==> src/rtl/xcvr_pkg.sv <==
package xcvr_pkg;

  typedef enum logic [1:0] {
    MODE_NORMAL = 2'b00,
    MODE_BREAK  = 2'b01,
    MODE_ECHO   = 2'b10,
    MODE_LOOP   = 2'b11
  } xcvr_mode_e;

  typedef enum logic [2:0] {
    RX_IDLE,
    RX_START,
    RX_DATA,
    RX_PAR,
    RX_STOP
  } rx_state_e;

  localparam int STAT_W     = 7;
  localparam int ST_READY   = 0;
  localparam int ST_OVR     = 1;
  localparam int ST_FRM     = 2;
  localparam int ST_PAR     = 3;
  localparam int ST_BRK     = 4;
  localparam int ST_TXDONE  = 5;
  localparam int ST_BEMPTY  = 6;

endpackage

==> src/rtl/xcvr_tx.sv <==
module xcvr_tx
  import xcvr_pkg::*;
#(
  parameter int DATA_W = 8,
  parameter int OVS    = 16
) (
  input  logic              clk,
  input  logic              rst_n,
  input  logic              tick,
  input  logic              wr_en,
  input  logic [DATA_W-1:0] wr_data,
  input  logic              par_en,
  input  logic              par_odd,
  output logic              tx_line,
  output logic              buf_empty,
  output logic              tx_done
);

  localparam int FRAME_W = DATA_W + 3;
  localparam int CNT_W   = $clog2(OVS);
  localparam int BITS_W  = $clog2(FRAME_W + 1);
  localparam logic [CNT_W-1:0]  CNT_LAST  = CNT_W'(OVS - 1);
  localparam logic [BITS_W-1:0] BITS_PAR  = BITS_W'(DATA_W + 3);
  localparam logic [BITS_W-1:0] BITS_NOPAR = BITS_W'(DATA_W + 2);

  logic [DATA_W-1:0]  buf_q, buf_n;
  logic               full_q, full_n;
  logic               busy_q, busy_n;
  logic [FRAME_W-1:0] shreg_q, shreg_n;
  logic [CNT_W-1:0]   cnt_q, cnt_n;
  logic [BITS_W-1:0]  left_q, left_n;
  logic               load;
  logic               pbit;

  // next-state logic
  always_comb begin
    buf_n   = buf_q;
    full_n  = full_q;
    busy_n  = busy_q;
    shreg_n = shreg_q;
    cnt_n   = cnt_q;
    left_n  = left_q;
    load    = full_q && !busy_q;
    pbit    = (^buf_q) ^ par_odd;

    if (load) begin
      busy_n = 1'b1;
      cnt_n  = '0;
      if (par_en) begin
        shreg_n = {1'b1, pbit, buf_q, 1'b0};
        left_n  = BITS_PAR;
      end else begin
        shreg_n = {2'b11, buf_q, 1'b0};
        left_n  = BITS_NOPAR;
      end
    end else if (busy_q && tick) begin
      if (cnt_q == CNT_LAST) begin
        cnt_n   = '0;
        shreg_n = {1'b1, shreg_q[FRAME_W-1:1]};
        left_n  = left_q - 1'b1;
        if (left_q == BITS_W'(1)) busy_n = 1'b0;
      end else begin
        cnt_n = cnt_q + 1'b1;
      end
    end

    if (wr_en) begin
      buf_n  = wr_data;
      full_n = 1'b1;
    end else if (load) begin
      full_n = 1'b0;
    end
  end

  // registers
  always_ff @(posedge clk or negedge rst_n) begin
    if (!rst_n) begin
      buf_q   <= '0;
      full_q  <= 1'b0;
      busy_q  <= 1'b0;
      shreg_q <= '1;
      cnt_q   <= '0;
      left_q  <= '0;
    end else begin
      buf_q   <= buf_n;
      full_q  <= full_n;
      busy_q  <= busy_n;
      shreg_q <= shreg_n;
      cnt_q   <= cnt_n;
      left_q  <= left_n;
    end
  end

  assign tx_line   = busy_q ? shreg_q[0] : 1'b1;
  assign buf_empty = !full_q;
  assign tx_done   = !full_q && !busy_q;

  AST_WR_CLEARS_EMPTY: assert property (@(posedge clk) disable iff (!rst_n)
    wr_en |=> !buf_empty);

  AST_BUF_HANDOFF: assert property (@(posedge clk) disable iff (!rst_n)
    (full_q && !busy_q && !wr_en) |=> (busy_q && buf_empty));

endmodule

==> src/rtl/xcvr_rx.sv <==
module xcvr_rx
  import xcvr_pkg::*;
#(
  parameter int DATA_W = 8,
  parameter int OVS    = 16
) (
  input  logic              clk,
  input  logic              rst_n,
  input  logic              tick,
  input  logic              line,
  input  logic              par_en,
  input  logic              par_odd,
  input  logic              rd_en,
  output logic [DATA_W-1:0] rx_data,
  output logic              data_ready,
  output logic              err_ovr,
  output logic              err_frm,
  output logic              err_par,
  output logic              err_brk
);

  localparam int CNT_W = $clog2(OVS);
  localparam int IDX_W = (DATA_W > 1) ? $clog2(DATA_W) : 1;
  localparam logic [CNT_W-1:0] CNT_HALF = CNT_W'(OVS / 2 - 1);
  localparam logic [CNT_W-1:0] CNT_LAST = CNT_W'(OVS - 1);
  localparam logic [IDX_W-1:0] IDX_LAST = IDX_W'(DATA_W - 1);

  rx_state_e         state_q, state_n;
  logic [CNT_W-1:0]  cnt_q, cnt_n;
  logic [IDX_W-1:0]  idx_q, idx_n;
  logic [DATA_W-1:0] shreg_q, shreg_n;
  logic              parb_q, parb_n;
  logic [DATA_W-1:0] rbuf_q, rbuf_n;
  logic              dr_q, dr_n;
  logic              ovr_q, ovr_n;
  logic              frm_q, frm_n;
  logic              per_q, per_n;
  logic              brk_q, brk_n;
  logic              stop_hit;
  logic              exp_par;

  // next-state logic
  always_comb begin
    state_n  = state_q;
    cnt_n    = cnt_q;
    idx_n    = idx_q;
    shreg_n  = shreg_q;
    parb_n   = parb_q;
    rbuf_n   = rbuf_q;
    dr_n     = dr_q;
    ovr_n    = ovr_q;
    frm_n    = frm_q;
    per_n    = per_q;
    brk_n    = brk_q;
    stop_hit = 1'b0;
    exp_par  = (^shreg_q) ^ par_odd;

    case (state_q)
      RX_IDLE: begin
        if (tick && !line) begin
          state_n = RX_START;
          cnt_n   = '0;
        end
      end
      RX_START: begin
        if (tick) begin
          if (cnt_q == CNT_HALF) begin
            cnt_n = '0;
            idx_n = '0;
            state_n = line ? RX_IDLE : RX_DATA;
          end else begin
            cnt_n = cnt_q + 1'b1;
          end
        end
      end
      RX_DATA: begin
        if (tick) begin
          if (cnt_q == CNT_LAST) begin
            cnt_n   = '0;
            shreg_n = {line, shreg_q[DATA_W-1:1]};
            if (idx_q == IDX_LAST) state_n = par_en ? RX_PAR : RX_STOP;
            else                   idx_n   = idx_q + 1'b1;
          end else begin
            cnt_n = cnt_q + 1'b1;
          end
        end
      end
      RX_PAR: begin
        if (tick) begin
          if (cnt_q == CNT_LAST) begin
            cnt_n   = '0;
            parb_n  = line;
            state_n = RX_STOP;
          end else begin
            cnt_n = cnt_q + 1'b1;
          end
        end
      end
      RX_STOP: begin
        if (tick) begin
          if (cnt_q == CNT_LAST) begin
            cnt_n    = '0;
            stop_hit = 1'b1;
            state_n  = RX_IDLE;
          end else begin
            cnt_n = cnt_q + 1'b1;
          end
        end
      end
      default: state_n = RX_IDLE;
    endcase

    if (stop_hit) begin
      frm_n = !line;
      per_n = par_en && (parb_q != exp_par);
      brk_n = !line && (shreg_q == '0) && (!par_en || !parb_q);
      if (dr_q && !rd_en) begin
        ovr_n = 1'b1;
      end else begin
        ovr_n  = 1'b0;
        rbuf_n = shreg_q;
        dr_n   = 1'b1;
      end
    end else if (rd_en) begin
      dr_n = 1'b0;
    end
  end

  // registers
  always_ff @(posedge clk or negedge rst_n) begin
    if (!rst_n) begin
      state_q <= RX_IDLE;
      cnt_q   <= '0;
      idx_q   <= '0;
      shreg_q <= '0;
      parb_q  <= 1'b0;
      rbuf_q  <= '0;
      dr_q    <= 1'b0;
      ovr_q   <= 1'b0;
      frm_q   <= 1'b0;
      per_q   <= 1'b0;
      brk_q   <= 1'b0;
    end else begin
      state_q <= state_n;
      cnt_q   <= cnt_n;
      idx_q   <= idx_n;
      shreg_q <= shreg_n;
      parb_q  <= parb_n;
      rbuf_q  <= rbuf_n;
      dr_q    <= dr_n;
      ovr_q   <= ovr_n;
      frm_q   <= frm_n;
      per_q   <= per_n;
      brk_q   <= brk_n;
    end
  end

  assign rx_data    = rbuf_q;
  assign data_ready = dr_q;
  assign err_ovr    = ovr_q;
  assign err_frm    = frm_q;
  assign err_par    = per_q;
  assign err_brk    = brk_q;

  AST_READ_CLEARS_READY: assert property (@(posedge clk) disable iff (!rst_n)
    (rd_en && !stop_hit) |=> !data_ready);

  AST_OVERRUN_KEEPS_BUF: assert property (@(posedge clk) disable iff (!rst_n)
    $rose(err_ovr) |-> $stable(rx_data));

  AST_BREAK_HAS_FRAMING: assert property (@(posedge clk) disable iff (!rst_n)
    err_brk |-> err_frm);

  AST_FLAGS_AT_STOP_ONLY: assert property (@(posedge clk) disable iff (!rst_n)
    !stop_hit |=> $stable({err_ovr, err_frm, err_par, err_brk}));

endmodule

==> src/rtl/async_xcvr.sv <==
module async_xcvr
  import xcvr_pkg::*;
#(
  parameter int DATA_W      = 8,
  parameter int OVS         = 16,
  parameter int SYNC_STAGES = 2
) (
  input  logic              clk,
  input  logic              rst_n,
  input  logic              tick16,
  input  logic [1:0]        mode,
  input  logic              rx_enable,
  input  logic              parity_en,
  input  logic              parity_odd,
  input  logic              wr_en,
  input  logic [DATA_W-1:0] wr_data,
  input  logic              rd_en,
  output logic [DATA_W-1:0] rd_data,
  output logic [6:0]        status,
  input  logic              serial_in,
  output logic              serial_out
);

  logic [1:0]             rst_q;
  logic                   core_rst_n;
  logic [SYNC_STAGES-1:0] sin_q;
  logic                   sin_sync;
  xcvr_mode_e             mode_e;
  logic                   tx_line;
  logic                   rx_src;
  logic                   rx_line;
  logic                   buf_empty;
  logic                   tx_done;
  logic                   dr, ovr, frm, per, brk;

  // reset: asserted asynchronously, released on the clock
  always_ff @(posedge clk or negedge rst_n) begin
    if (!rst_n) rst_q <= 2'b00;
    else        rst_q <= {rst_q[0], 1'b1};
  end
  assign core_rst_n = rst_q[1];

  // serial input synchronizer, resets to mark
  always_ff @(posedge clk or negedge core_rst_n) begin
    if (!core_rst_n) sin_q <= '1;
    else             sin_q <= {sin_q[SYNC_STAGES-2:0], serial_in};
  end
  assign sin_sync = sin_q[SYNC_STAGES-1];

  assign mode_e  = xcvr_mode_e'(mode);
  assign rx_src  = (mode_e == MODE_LOOP) ? tx_line : sin_sync;
  assign rx_line = rx_enable ? rx_src : 1'b1;

  always_comb begin
    case (mode_e)
      MODE_NORMAL: serial_out = tx_line;
      MODE_BREAK:  serial_out = 1'b0;
      MODE_ECHO:   serial_out = sin_sync;
      default:     serial_out = 1'b1;
    endcase
  end

  xcvr_tx #(.DATA_W(DATA_W), .OVS(OVS)) u_tx (
    .clk       (clk),
    .rst_n     (core_rst_n),
    .tick      (tick16),
    .wr_en     (wr_en),
    .wr_data   (wr_data),
    .par_en    (parity_en),
    .par_odd   (parity_odd),
    .tx_line   (tx_line),
    .buf_empty (buf_empty),
    .tx_done   (tx_done)
  );

  xcvr_rx #(.DATA_W(DATA_W), .OVS(OVS)) u_rx (
    .clk        (clk),
    .rst_n      (core_rst_n),
    .tick       (tick16),
    .line       (rx_line),
    .par_en     (parity_en),
    .par_odd    (parity_odd),
    .rd_en      (rd_en),
    .rx_data    (rd_data),
    .data_ready (dr),
    .err_ovr    (ovr),
    .err_frm    (frm),
    .err_par    (per),
    .err_brk    (brk)
  );

  always_comb begin
    status             = '0;
    status[ST_READY]   = dr;
    status[ST_OVR]     = ovr;
    status[ST_FRM]     = frm;
    status[ST_PAR]     = per;
    status[ST_BRK]     = brk;
    status[ST_TXDONE]  = tx_done;
    status[ST_BEMPTY]  = buf_empty;
  end

endmodule

==> config.mk <==
export PLATFORM = sky130hd
export DESIGN_NAME = async_xcvr
export DESIGN_NICKNAME = d
export VERILOG_FILES = /design/src/rtl/xcvr_pkg.sv /design/src/rtl/xcvr_tx.sv /design/src/rtl/xcvr_rx.sv /design/src/rtl/async_xcvr.sv
export SDC_FILE = /design/constraint.sdc
export NUM_CORES = 1
export LEC_CHECK = 0
export BUFFER_PORTS_ARGS = -buffer_cell sky130_fd_sc_hd__buf_2
export CAP_MARGIN = 10
export CELL_PAD_IN_SITES_DETAIL_PLACEMENT = 1
export CELL_PAD_IN_SITES_GLOBAL_PLACEMENT = 1
export CORE_ASPECT_RATIO = 1.5
export CORE_MARGIN = 1
export CORE_UTILIZATION = 41
export CTS_CLUSTER_SIZE = 20
export DETAILED_ROUTE_END_ITERATION = 6
export GPL_ROUTABILITY_DRIVEN = 0
export PLACE_DENSITY = 0.85
export RECOVER_POWER = 50
export SYNTH_ARGS = -nofsm -noshare
export SYNTH_HDL_FRONTEND = slang
export SYNTH_SLANG_ARGS = --single-unit
==> constraint.sdc <==
create_clock -name clk -period 1.8 [get_ports clk]
set_input_delay 0.36 -clock clk [delete_from_list [all_inputs] [get_ports clk]]
set_output_delay 0.36 -clock clk [all_outputs]
set_load 0.005 [all_outputs]
==> flow_metrics.env <==
export IMPL_io_buffers=34
export IMPL_crit_path_end_kind="register"
export IMPL_fin_nets=382
export IMPL_cts_made_buffers=9
export IMPL_yosys_warnings=0
export IMPL_vias=2377
export IMPL_p_sw_mw=1.611
export IMPL_grt_max_degree=38
export IMPL_status="finished with violations"
export IMPL_dp_hpwl_um=5111
export IMPL_crit_arrival_ns=2.07
export IMPL_grt_pass1_wl_um=12140
export IMPL_grt_use_total_pct=20.29
export IMPL_synthTopCellsByCount="dfrtp_1 (52), nand2_1 (42), o21ai_0 (28)"
export IMPL_syn_inst=301
export IMPL_drtAntennaViolNets=0
export IMPL_avgRoutedWirePerCell_um=15.69
export IMPL_violations="negative setup slack"
export IMPL_area_growth_syn_to_layout_pct=19.84
export IMPL_cts_tree="yes"
export IMPL_drc_errors=0
export IMPL_switching_share_pct=33.43
export IMPL_vias_per_cell=5.190
export IMPL_setup_worst_path_start_class="register"
export IMPL_die_w_um=73.60
export IMPL_crit_fanout=14
export IMPL_tightest_slew_ns=1.324
export IMPL_p_comb_share_pct=31.4
export IMPL_clkLatencyLatePin_ns=0.35
export IMPL_fmax_ghz=0.5439
export IMPL_rows=38
export IMPL_hold_path_class="input port to register"
export IMPL_drtPass1Iterations=4
export IMPL_drv_cap=0
export IMPL_slew_headroom_pct=11.73
export IMPL_final_period_utilization_pct=102.1
export IMPL_yosysMostFrequentCell="dfrtp_1"
export IMPL_grt_overflow_total=0
export IMPL_finalSetupViolCount=3
export IMPL_peakVddDrop_uv=664.6
export IMPL_final_area_mm2=0.003779
export IMPL_start_util_pct=43.06
export IMPL_clkPwrFrac_pct=24.9
export IMPL_hold_viol_final=0
export IMPL_root_buffer="clkbuf_8"
export IMPL_critPathKind="register to register"
export IMPL_yosysTopAreaCell="dfrtp_1"
export IMPL_finClkSkew_ns=0.01600
export IMPL_powerDensity_mw_per_mm2=1276
export IMPL_grt_pass1_vias=2541
export IMPL_h_tree_depth=3
export IMPL_synth_nets=330
export IMPL_setup_slack_ns=-0.03846
export IMPL_synth_area_leaders="dfrtp_1 (41%), dfstp_2 (10%), mux2_2 (5.0%)"
export IMPL_synth_seq_cells=64
export IMPL_final_max_slew_viol_count=0
export IMPL_syn_area_per_cell_um2=10.48
export IMPL_clock_sinks=64
export IMPL_place_ws_ns=-0.07939
export IMPL_syn_cell_area_mm2=0.003153
export IMPL_synth_async_reset_ratio_pct=100.0
export IMPL_dpl_cell_area_mm2=0.003480
export IMPL_post_synth_top_area_fraction_pct=41.27
export IMPL_critPathRequiredTime_ns=2.04
export IMPL_drive_gt1_share_pct=30.73
export IMPL_ys_seq_area_share_pct=51.27
export IMPL_drt_iter0_drc=50
export IMPL_synth_cell_types=50
export IMPL_synth_edf_count=0
export IMPL_core_area_mm2=0.007322
export IMPL_die_area_mm2=0.008052
export IMPL_die_y_um=109.4
export IMPL_pwr_share_seq_pct=43.7
export IMPL_io_pins=35
export IMPL_yosys_most_used_dff="dfrtp_1"
export IMPL_antenna_found_initial=0
export IMPL_p_leak_nw=1.799
export IMPL_internal_power_mw=3.209
export IMPL_routed_wl_um=7186
export IMPL_clk_path_buf_depth=2
export IMPL_clk_pin_slew_ns=0.07
export IMPL_rsz0062_at_grt="yes"
export IMPL_period_minus_slack_ns=1.838
export IMPL_num_antenna_cells=0
## routing by layer
metal | wire length, um | up-vias | track usage, % | part of all wire [%]
met4 | 172 | 0 | 9.478 | 2.4
met2 | 3915 | 49 | 36.24 | 54
met1 | 2861 | 1185 | 22.33 | 40
met3 | 236 | 12 | 4.675 | 3.3
met5 | 0 | - | 0 | 0
li1 | - | 1131 | - | -
## registers in the layout (all words and copies together) (netlist names), 2 cells and up
name,count
u_rx.shreg_q,8
u_tx.buf_q,8
u_rx.idx_q,3
sin_q,2
u_rx.state_q,3
rst_q,2
u_tx.left_q,4
u_tx.shreg_q,10
u_rx.rx_data,8
u_tx.cnt_q,4
u_rx.cnt_q,4
## path summary, 6_finish.rpt
kind / startpoint / end / slack (ns) / cells past startpoint
hold reg to reg: rst_q[0] / rst_q[1] / 0.34 / 0
setup reg to reg: u_rx.state_q[0] / u_rx.state_q[2] / -0.04 / 5
max in group asynchronous: rst_q[1] / u_tx.buf_q[1] / 0.38 / 1
hold / removal: serial_in / sin_q[0] / 0.11 / 1
min in group asynchronous: rst_n / rst_q[1] / 0.33 / 2
setup / recovery: u_rx.state_q[0] / u_rx.state_q[2] / -0.04 / 5
## cell families (layout without fill, tap and decap cells)
kind of cell	after synthesis	count (layout)	synth area share, %
AO/OA/AOI/OAI	64	64	12.38
XOR/XNOR	17	17	4.722
adder cells (fa/ha/maj)	10	10	3.968
buffers and inverters	34	91	5.198
flip-flops	64	64	51.27
multiplexers	23	23	7.857
other	1	1	0.1189
AND/OR/NAND/NOR	88	88	14.48
## cell usage in the layout, fill, tap and decap left out, drive strengths merged, types with 5 or more instances in the layout
cell,instances
a21oi,5
nand2,42
and3,5
nor2,10
mux2,14
o21ai,37
ha,10
buf,55
inv,15
nand3,5
dfrtp,52
mux2i,9
nand2b,7
dfstp,12
xnor2,15
clkbuf,14
## layout make-up
cell class	count	area, um2
fill	866	3543
sequential	64	1620
multi-input combinational	203	1421
timing repair buffer	60	366.6
clock buffer	10	127.6
tap	100	125.1
clock inverter	6	61.31
inverter	15	56.30
## power by group through the flow
stage	logic [mW]	clock network [mW]	registers, mW
finish	1.51	1.20	2.11
floorplan	1.05	0	2.00
detailed placement	1.36	0	2.11
global route	1.67	1.31	2.15
global placement	1.25	0	2.07
CTS	1.46	1.24	2.09
## through the flow
stage                     hold WS, ns  std cells  power [mW]  utilization, %  setup TNS, ns
after detailed placement       0.1471        434       3.469           47.52        -0.1506
final                          0.1088        458       4.820           51.61       -0.05405
after global placement         0.1482        434       3.326           47.52              0
after global routing          0.09500        458       5.132           51.61        -0.3198
after floorplan               0.06441        301       3.049               -              0
after CTS                      0.1099        453       4.786           50.80       -0.04197
## worst max-delay path: stages, from the launching register on
cell,delay [ns]
dfrtp_2,0.49
or3_1,0.49
a21oi_1,0.27
nor4_4,0.11
buf_4,0.14
a31o_2,0.23
## repair_timing
action	CTS	global route
gates cloned	0	0
resized for setup	7	7
setup buffers	2	5
pin swaps	1	2
hold buffers	1	0
setup endpoints to repair	3	9
hold endpoints to repair	2	0
No activity file was read; power rests on OpenSTA's default activity.
